## src/rtl/tlb_pkg.sv

```systemverilog
// Shared constants and types for the address-space-tagged translation cache.
// Assumes a fixed associativity of two for the main array (one LRU bit per set).
package tlb_pkg;
    localparam int PERM_W = 2;
    localparam int WAYS   = 2;
    localparam int PERM_USER_BIT  = 1;
    localparam int PERM_WRITE_BIT = 0;
    typedef logic [PERM_W-1:0] tlb_perm_t;
endpackage

```

## src/rtl/tlb_way.sv

```systemverilog
// One way of the main array: per-set valid, tag, identifier, global flag,
// frame and permissions, with a combinational match for the lookup index.
// Assumes a refill never shares a cycle with a full flush (the flush wins).
module tlb_way
    import tlb_pkg::*;
#(
    parameter int SETS   = 32,
    parameter int TAG_W  = 15,
    parameter int ASID_W = 8,
    parameter int PFN_W  = 20,
    localparam int IDX_W = $clog2(SETS)
) (
    input  logic              clk,
    input  logic              rst_n,
    input  logic [IDX_W-1:0]  rd_idx,
    input  logic [TAG_W-1:0]  rd_tag,
    input  logic [ASID_W-1:0] rd_asid,
    output logic              rd_hit,
    output logic [PFN_W-1:0]  rd_pfn,
    output tlb_perm_t         rd_perm,
    input  logic              wr_en,
    input  logic [IDX_W-1:0]  wr_idx,
    input  logic [TAG_W-1:0]  wr_tag,
    input  logic [ASID_W-1:0] wr_asid,
    input  logic              wr_glob,
    input  logic [PFN_W-1:0]  wr_pfn,
    input  tlb_perm_t         wr_perm,
    input  logic              fl_all,
    input  logic              fl_asid_en,
    input  logic [ASID_W-1:0] fl_asid,
    input  logic [IDX_W-1:0]  probe_idx,
    output logic              probe_valid
);
    logic [SETS-1:0]   valid_q;
    logic [SETS-1:0]   glob_q;
    logic [TAG_W-1:0]  tag_q  [SETS];
    logic [ASID_W-1:0] asid_q [SETS];
    logic [PFN_W-1:0]  pfn_q  [SETS];
    tlb_perm_t         perm_q [SETS];

    // Valid bits: reset, flush-all, selective flush, then refill set.
    always_ff @(posedge clk) begin
        if (!rst_n) begin
            valid_q <= '0;
        end else if (fl_all) begin
            valid_q <= '0;
        end else begin
            for (int s = 0; s < SETS; s++) begin
                if (fl_asid_en && !glob_q[s] && asid_q[s] == fl_asid)
                    valid_q[s] <= 1'b0;
            end
            if (wr_en)
                valid_q[wr_idx] <= 1'b1;
        end
    end

    // Entry payload storage, written on refill only.
    always_ff @(posedge clk) begin
        if (wr_en) begin
            glob_q[wr_idx] <= wr_glob;
            tag_q[wr_idx]  <= wr_tag;
            asid_q[wr_idx] <= wr_asid;
            pfn_q[wr_idx]  <= wr_pfn;
            perm_q[wr_idx] <= wr_perm;
        end
    end

    // Match of the indexed entry against tag and identifier.
    always_comb begin
        rd_hit  = valid_q[rd_idx] && (tag_q[rd_idx] == rd_tag)
                  && (glob_q[rd_idx] || asid_q[rd_idx] == rd_asid);
        rd_pfn  = pfn_q[rd_idx];
        rd_perm = perm_q[rd_idx];
    end

    assign probe_valid = valid_q[probe_idx];

    assert_flush_clears_R8: assert property (@(posedge clk) disable iff (!rst_n)
        fl_all |=> (valid_q == '0));
endmodule

```

## src/rtl/tlb_lock_region.sv

```systemverilog
// Fully associative pinned region: slots loaded only by explicit writes,
// searched on the whole page number, lowest matching slot reported.
// Assumes software keeps pinned translations unique.
module tlb_lock_region
    import tlb_pkg::*;
#(
    parameter int LOCK_N = 8,
    parameter int VPN_W  = 20,
    parameter int ASID_W = 8,
    parameter int PFN_W  = 20,
    localparam int SLOT_W = $clog2(LOCK_N)
) (
    input  logic              clk,
    input  logic              rst_n,
    input  logic [VPN_W-1:0]  rd_vpn,
    input  logic [ASID_W-1:0] rd_asid,
    output logic              rd_hit,
    output logic [PFN_W-1:0]  rd_pfn,
    output tlb_perm_t         rd_perm,
    input  logic              wr_en,
    input  logic [SLOT_W-1:0] wr_slot,
    input  logic [VPN_W-1:0]  wr_vpn,
    input  logic [ASID_W-1:0] wr_asid,
    input  logic              wr_glob,
    input  logic [PFN_W-1:0]  wr_pfn,
    input  tlb_perm_t         wr_perm
);
    logic [LOCK_N-1:0] valid_q;
    logic [LOCK_N-1:0] glob_q;
    logic [VPN_W-1:0]  vpn_q  [LOCK_N];
    logic [ASID_W-1:0] asid_q [LOCK_N];
    logic [PFN_W-1:0]  pfn_q  [LOCK_N];
    tlb_perm_t         perm_q [LOCK_N];
    logic [LOCK_N-1:0] match;

    // Slot valid bits: cleared by reset, set by a pinned write.
    always_ff @(posedge clk) begin
        if (!rst_n)
            valid_q <= '0;
        else if (wr_en)
            valid_q[wr_slot] <= 1'b1;
    end

    // Slot payload storage.
    always_ff @(posedge clk) begin
        if (wr_en) begin
            glob_q[wr_slot] <= wr_glob;
            vpn_q[wr_slot]  <= wr_vpn;
            asid_q[wr_slot] <= wr_asid;
            pfn_q[wr_slot]  <= wr_pfn;
            perm_q[wr_slot] <= wr_perm;
        end
    end

    // Per-slot compare.
    generate
        for (genvar i = 0; i < LOCK_N; i++) begin : g_cmp
            assign match[i] = valid_q[i] && (vpn_q[i] == rd_vpn)
                              && (glob_q[i] || asid_q[i] == rd_asid);
        end
    endgenerate

    // Select the lowest matching slot.
    always_comb begin
        rd_hit  = 1'b0;
        rd_pfn  = '0;
        rd_perm = '0;
        for (int i = LOCK_N - 1; i >= 0; i--) begin
            if (match[i]) begin
                rd_hit  = 1'b1;
                rd_pfn  = pfn_q[i];
                rd_perm = perm_q[i];
            end
        end
    end

    assert_lock_unique_R6: assert property (@(posedge clk) disable iff (!rst_n)
        $onehot0(match));
endmodule

```

## src/rtl/tlb_victim_sel.sv

```systemverilog
// Per-set pseudo-LRU bit and refill way choice for a two-way array.
// The LRU bit names the way to replace next; an invalid way is preferred.
module tlb_victim_sel #(
    parameter int SETS = 32,
    localparam int IDX_W = $clog2(SETS)
) (
    input  logic             clk,
    input  logic             rst_n,
    input  logic             touch_en,
    input  logic [IDX_W-1:0] touch_idx,
    input  logic             touch_way,
    input  logic             fill_en,
    input  logic [IDX_W-1:0] fill_idx,
    input  logic             fill_v0,
    input  logic             fill_v1,
    output logic             victim
);
    logic [SETS-1:0] lru_q;

    // Choose the refill way: invalid first, else the least recent one.
    always_comb begin
        if (!fill_v0)
            victim = 1'b0;
        else if (!fill_v1)
            victim = 1'b1;
        else
            victim = lru_q[fill_idx];
    end

    // Point the LRU bit away from the way just used; refill updates last.
    always_ff @(posedge clk) begin
        if (!rst_n) begin
            lru_q <= '0;
        end else begin
            if (touch_en)
                lru_q[touch_idx] <= ~touch_way;
            if (fill_en)
                lru_q[fill_idx] <= ~victim;
        end
    end
endmodule

```

## src/rtl/asid_tlb.sv

```systemverilog
// Translation cache top: two main-array ways plus a pinned region searched in
// parallel, a registered one-cycle lookup result, refill and flush ports.
// Assumes no duplicate translations and no refill in a flush cycle.
module asid_tlb
    import tlb_pkg::*;
#(
    parameter int VPN_W  = 20,
    parameter int PFN_W  = 20,
    parameter int ASID_W = 8,
    parameter int SETS   = 32,
    parameter int LOCK_N = 8,
    localparam int IDX_W  = $clog2(SETS),
    localparam int TAG_W  = VPN_W - IDX_W,
    localparam int SLOT_W = $clog2(LOCK_N)
) (
    input  logic              clk,
    input  logic              rst_n,
    input  logic              lk_req,
    input  logic [VPN_W-1:0]  lk_vpn,
    input  logic [ASID_W-1:0] lk_asid,
    output logic              rsp_valid,
    output logic              rsp_hit,
    output logic [PFN_W-1:0]  rsp_pfn,
    output logic [1:0]        rsp_perm,
    input  logic              rf_valid,
    input  logic [VPN_W-1:0]  rf_vpn,
    input  logic [ASID_W-1:0] rf_asid,
    input  logic              rf_global,
    input  logic [PFN_W-1:0]  rf_pfn,
    input  logic [1:0]        rf_perm,
    input  logic              pw_valid,
    input  logic [SLOT_W-1:0] pw_slot,
    input  logic [VPN_W-1:0]  pw_vpn,
    input  logic [ASID_W-1:0] pw_asid,
    input  logic              pw_global,
    input  logic [PFN_W-1:0]  pw_pfn,
    input  logic [1:0]        pw_perm,
    input  logic              fl_all,
    input  logic              fl_asid_en,
    input  logic [ASID_W-1:0] fl_asid
);
    logic [IDX_W-1:0] lk_idx, rf_idx;
    logic [TAG_W-1:0] lk_tag, rf_tag;
    logic [WAYS-1:0]  way_hit, way_wr, way_pv;
    logic [PFN_W-1:0] way_pfn  [WAYS];
    tlb_perm_t        way_perm [WAYS];
    logic             victim, flush_any, main_hit, touch_en;
    logic             lock_hit;
    logic [PFN_W-1:0] lock_pfn;
    tlb_perm_t        lock_perm;

    assign lk_idx    = lk_vpn[IDX_W-1:0];
    assign lk_tag    = lk_vpn[VPN_W-1:IDX_W];
    assign rf_idx    = rf_vpn[IDX_W-1:0];
    assign rf_tag    = rf_vpn[VPN_W-1:IDX_W];
    assign flush_any = fl_all | fl_asid_en;
    assign main_hit  = |way_hit;
    assign touch_en  = lk_req && !flush_any && main_hit;

    // Main-array ways, written only when chosen as the refill victim.
    generate
        for (genvar w = 0; w < WAYS; w++) begin : g_way
            assign way_wr[w] = rf_valid && (victim == w[0]);
            tlb_way #(.SETS(SETS), .TAG_W(TAG_W), .ASID_W(ASID_W), .PFN_W(PFN_W)) u_way (
                .clk(clk), .rst_n(rst_n),
                .rd_idx(lk_idx), .rd_tag(lk_tag), .rd_asid(lk_asid),
                .rd_hit(way_hit[w]), .rd_pfn(way_pfn[w]), .rd_perm(way_perm[w]),
                .wr_en(way_wr[w]), .wr_idx(rf_idx), .wr_tag(rf_tag), .wr_asid(rf_asid),
                .wr_glob(rf_global), .wr_pfn(rf_pfn), .wr_perm(rf_perm),
                .fl_all(fl_all), .fl_asid_en(fl_asid_en), .fl_asid(fl_asid),
                .probe_idx(rf_idx), .probe_valid(way_pv[w])
            );
        end
    endgenerate

    tlb_victim_sel #(.SETS(SETS)) u_victim (
        .clk(clk), .rst_n(rst_n),
        .touch_en(touch_en), .touch_idx(lk_idx), .touch_way(way_hit[1]),
        .fill_en(rf_valid), .fill_idx(rf_idx),
        .fill_v0(way_pv[0]), .fill_v1(way_pv[1]), .victim(victim)
    );

    tlb_lock_region #(.LOCK_N(LOCK_N), .VPN_W(VPN_W), .ASID_W(ASID_W), .PFN_W(PFN_W)) u_lock (
        .clk(clk), .rst_n(rst_n),
        .rd_vpn(lk_vpn), .rd_asid(lk_asid),
        .rd_hit(lock_hit), .rd_pfn(lock_pfn), .rd_perm(lock_perm),
        .wr_en(pw_valid), .wr_slot(pw_slot), .wr_vpn(pw_vpn), .wr_asid(pw_asid),
        .wr_glob(pw_global), .wr_pfn(pw_pfn), .wr_perm(pw_perm)
    );

    // Registered lookup response: pinned entry first, then main array.
    always_ff @(posedge clk) begin
        if (!rst_n) begin
            rsp_valid <= 1'b0;
            rsp_hit   <= 1'b0;
            rsp_pfn   <= '0;
            rsp_perm  <= '0;
        end else begin
            rsp_valid <= lk_req;
            rsp_hit   <= 1'b0;
            rsp_pfn   <= '0;
            rsp_perm  <= '0;
            if (lk_req && !flush_any) begin
                if (lock_hit) begin
                    rsp_hit  <= 1'b1;
                    rsp_pfn  <= lock_pfn;
                    rsp_perm <= lock_perm;
                end else if (main_hit) begin
                    rsp_hit  <= 1'b1;
                    rsp_pfn  <= way_hit[1] ? way_pfn[1] : way_pfn[0];
                    rsp_perm <= way_hit[1] ? way_perm[1] : way_perm[0];
                end
            end
        end
    end

    assert_rsp_follows_req_R1: assert property (@(posedge clk) disable iff (!rst_n)
        lk_req |=> rsp_valid);
    assert_no_rsp_without_req_R1: assert property (@(posedge clk) disable iff (!rst_n)
        !lk_req |=> !rsp_valid);
    assert_miss_zero_data_R1: assert property (@(posedge clk) disable iff (!rst_n)
        (rsp_valid && !rsp_hit) |-> (rsp_pfn == '0 && rsp_perm == '0));
    assert_flush_lookup_miss_R10: assert property (@(posedge clk) disable iff (!rst_n)
        (lk_req && flush_any) |=> (rsp_valid && !rsp_hit));
    assert_ways_exclusive_R4: assert property (@(posedge clk) disable iff (!rst_n)
        $onehot0(way_hit));
endmodule

```

## config.mk

```make
export PLATFORM = sky130hd
export DESIGN_NAME = asid_tlb
export DESIGN_NICKNAME = d
export VERILOG_FILES = /design/src/rtl/tlb_pkg.sv /design/src/rtl/tlb_way.sv /design/src/rtl/tlb_lock_region.sv /design/src/rtl/tlb_victim_sel.sv /design/src/rtl/asid_tlb.sv
export SDC_FILE = /design/constraint.sdc
export NUM_CORES = 2
export LEC_CHECK = 0
export BUFFER_PORTS_ARGS = -buffer_cell sky130_fd_sc_hd__buf_2
export CORE_ASPECT_RATIO = 1.1
export CORE_MARGIN = 2
export CORE_UTILIZATION = 53
export DETAILED_ROUTE_END_ITERATION = 6
export GPL_TIMING_DRIVEN = 0
export PLACE_DENSITY = 0.68
export SLEW_MARGIN = 20
export SYNTH_ARGS = -nofsm -noshare
export SYNTH_HDL_FRONTEND = slang
export SYNTH_HIERARCHICAL = 1
export SYNTH_SLANG_ARGS = --single-unit
```

## constraint.sdc

```tcl
create_clock -name clk -period 6.5 [get_ports clk]
set_input_delay 0.65 -clock clk [delete_from_list [all_inputs] [get_ports clk]]
set_output_delay 0.65 -clock clk [all_outputs]
set_load 0.005 [all_outputs]
```

==> impl_results.md <==
- Max frequency: 0.158 GHz
- CP Class: in2reg
- Initial antenna violation count: 40
- Crit path max-delay family: buffers and inverters
- Worst clock skew: 71.8 ps
- RSZ-0062 raised after global routing: false
- Final Wtd Congestion: 0.989
- Pins Over Slew Limit: 0
- Status: finished with violations
- Bufs and invs on worst path: 9
- Critical path's slowest cell: clkbuf_2
- Crit Path Max Fanout: 10
- Post-Syn Area: 0.142 mm2
- Max incr delay on CP: 530 ps
- Register Area: 0.103 mm2
- # nets final: 8116
- Total GRT Usage: 32.5%
- Synth top area cells: edfxtp_1 (71%), mux4_2 (13%), xor2_1 (3.2%)
- Row cnt: 199
- Setup TNS: 0 ps
- Placed Instances: 11120
- Drt pass-1 iters: 7
- Total gr overflow: 0
- CTS buffer count: 350
- Peak supply drop: 0.211 mV
- WP data required: 7270 ps
- Synth Flop Type: edfxtp_1
- Gate Count Post-Synth: 7299
- First-pass GRT wire length: 614 mm
- Core Box Area: 0.267 mm2
- Finished Layout Cells: 11794
- # setup viols final: 0
- Die area: 0.273 mm2
- Cells along the critical path: clkbuf_4, buf_2, clkbuf_4, buf_4, clkbuf_2, mux4_2, mux4_2, o21ai_1, xor2_1, nand4_1, nor3_4, buf_4, nor2_1, nor4b_4, buf_12, or3b_1, clkbuf_1, clkbuf_2, o21ai_1, o311ai_1, o211a_1
- ANT nets after route: 0
- Layout cells sized above 1: 25.2%
- Final worst slack: 158 ps
- Fin crit share: 97.6%
- Data arrival, critical path: 7110 ps
- Root Buffer: clkbuf_16
- Synth Net Count: 7447
- CTS tree: built
- Yosys reg bits: 3480
- Synth Warn #: 6
- Max-cap violations: 0
- Worst slew pin tran: 1350 ps
- Hold Violations, Final: 0
- Drt wl/cell: 37.9 um
- H-Tree Depth: 5
- Power per cell area: 292 mW/mm2
- Vias per cell: 6.74
- Leading area contributor after synthesis: edfxtp_1
- Final min period: 6340 ps
- Leakage power: 51.9 nW
- Later-pin clock latency in the skew report: 920 ps
- Die span in y: 548 um
- Synth top area share: 70.7%
- Crit end category: register
- Worst hold path class: in2reg
- Sink Count: 3480
- Post-synth EDFFs: 3352
- Fillers: 18763
- Slew headroom: 10.3%
- Synth cell types: 75
- Clock-pin transition on the worst setup and hold timing paths: 60 ps
- HPWL Detailed: 298 mm
- Syn_area_per_cell: 19.5 um2
- Clock Path Buffers: 4
- Initial core utilization: 53.3%
- Area occupied by multi-input gates: 0.0373 mm2
- IO Pins: 172
- I/O Buffers: 163
- Largest net degree at the start of global routing: 65
- # DRC: 3
- Number of global-route vias before repair: 78476
- Number of DRC markers in iteration 0: 12256
- Pre-CTS setup slack: -2980 ps
- Fin util: 61.0%
- Failing checks: DRC
- Layout area overhead: 14.4%
- Via count: 79530
- Ys async rst share: 0%
- Seq/Total Area, Yosys: 72.5%
- Chip Width: 498 um
- Worst Hold Slack: 44.3 ps
- CP startpoint kind: input pin
- Final wirelength: 447 mm
==> flip-flops by register name, summed over array words and instances (netlist names), 128 cells and up <==
register	cells
g_way.u_way/pfn_q	1280
g_way.u_way/tag_q	960
g_way.u_way/asid_q	512
u_lock/pfn_q	160
u_lock/vpn_q	160
g_way.u_way/perm_q	128
==> report_power, final <==
part	switching (W)	leakage [nW]	internal, W
registers	0.0000659	31.2	0.0248
logic	0.00191	15.2	0.000988
clock network	0.00859	5.46	0.0113
==> metal layers <==
metal / global-route usage (%) / part of all wire [%] / wire length [um]
met5: 0 / 0.028 / 126
met4: 15.7 / 5.2 / 23200
met3: 7.56 / 11 / 50200
met2: 51.4 / 48 / 213000
met1: 42.8 / 36 / 161000
==> logic make-up after synthesis <==
logic type,count (synthesis),synth area share (%)
XOR/XNOR,774,4.76
AND/OR/NAND/NOR,972,3.75
AO/OA/AOI/OAI,607,3.05
buffers and inverters,496,1.61
multiplexers,970,14.4
flip-flops,3480,72.5
==> placed cells by master (no fill, tap or decap), types with 40 or more instances in the layout <==
cell type and count:
nand4_1 91, buf_1 63, edfxtp_1 3352, a21oi_1 135
o22ai_1 76, buf_4 105, nor4_1 109, mux2i_1 66
clkbuf_1 205, o41ai_1 42, mux2_2 47, nand4b_1 64
nand2_1 325, clkinv_1 74, nand3_1 41, inv_4 42
buf_16 60, buf_2 213, nor2_1 73, clkbuf_16 354
mux4_2 850, nor2b_1 40, dfxtp_1 128, xor2_1 520
xnor2_1 254, o21ai_0 61, clkinv_2 60, buf_12 69
==> synth_stat cells, types with 23 or more instances <==
| master | number |
|---|---|
| mux4_2 | 850 |
| o311ai_1 | 23 |
| nand4b_1 | 64 |
| o21ai_1 | 27 |
| xnor2_1 | 254 |
| nand3b_1 | 34 |
| buf_4 | 33 |
| o211a_1 | 33 |
| inv_1 | 43 |
| nor2b_1 | 41 |
| o21ai_0 | 65 |
| clkbuf_1 | 181 |
| xor2_1 | 520 |
| a21oi_1 | 135 |
| buf_2 | 115 |
| o41ai_1 | 42 |
| o22ai_1 | 76 |
| nand4_1 | 91 |
| o221ai_1 | 32 |
| nor2_1 | 101 |
| edfxtp_1 | 3352 |
| o311ai_0 | 32 |
| dfxtp_1 | 128 |
| mux2i_1 | 69 |
| nand2_1 | 325 |
| buf_1 | 93 |
| mux2_2 | 47 |
| nor4_1 | 115 |
| nand3_1 | 41 |
==> path summary, 6_finish.rpt <==
path / slack (ps) / cells past startpoint / startpoint / endpoint
worst max register to register: 540 / 19 / g_way[1].u_way/tag_q[18][1] / u_victim/lru_q[24]
worst max-delay path: 160 / 21 / lk_vpn[1] / u_victim/lru_q[24]
worst min-delay path: 40 / 1 / pw_pfn[14] / u_lock/pfn_q[2][14]
worst min register to register: 460 / 1 / u_lock/valid_q[7] / u_lock/valid_q[7]
==> final cells by class <==
type / instances / area share (%)
Timing Repair Buffer: 318 / 2.58
Antenna cell: 35 / 0.0537
Buffer: 445 / 1.43
Clock buffer: 429 / 5.72
Clock inverter: 197 / 1.13
Sequential cell: 3480 / 63.3
Tap cell: 3517 / 2.70
Multi-Input combinational cell: 3323 / 22.9
Inverter: 50 / 0.183
==> metrics by stage <==
| step | area, um2 | power [W] |
|---|---|---|
| final | 163000 | 0.0477 |
| after global routing | 163000 | 0.0488 |
| after CTS | 163000 | 0.0478 |
| after detailed placement | 151000 | 0.0281 |
| after global placement | 148000 | 0.0280 |
| after floorplan | 142000 | 0.0268 |
==> what timing repair did <==
item                                    4_1_cts  5_1_grt
endpoints found under the hold margin        37        0
hold buffers                                  7        0
buffers inserted                              5        0
pin swaps                                     3        1
endpoints found under the setup margin       40      200
gates resized for setup                      82       62
No activity file was read; power rests on OpenSTA's default activity.
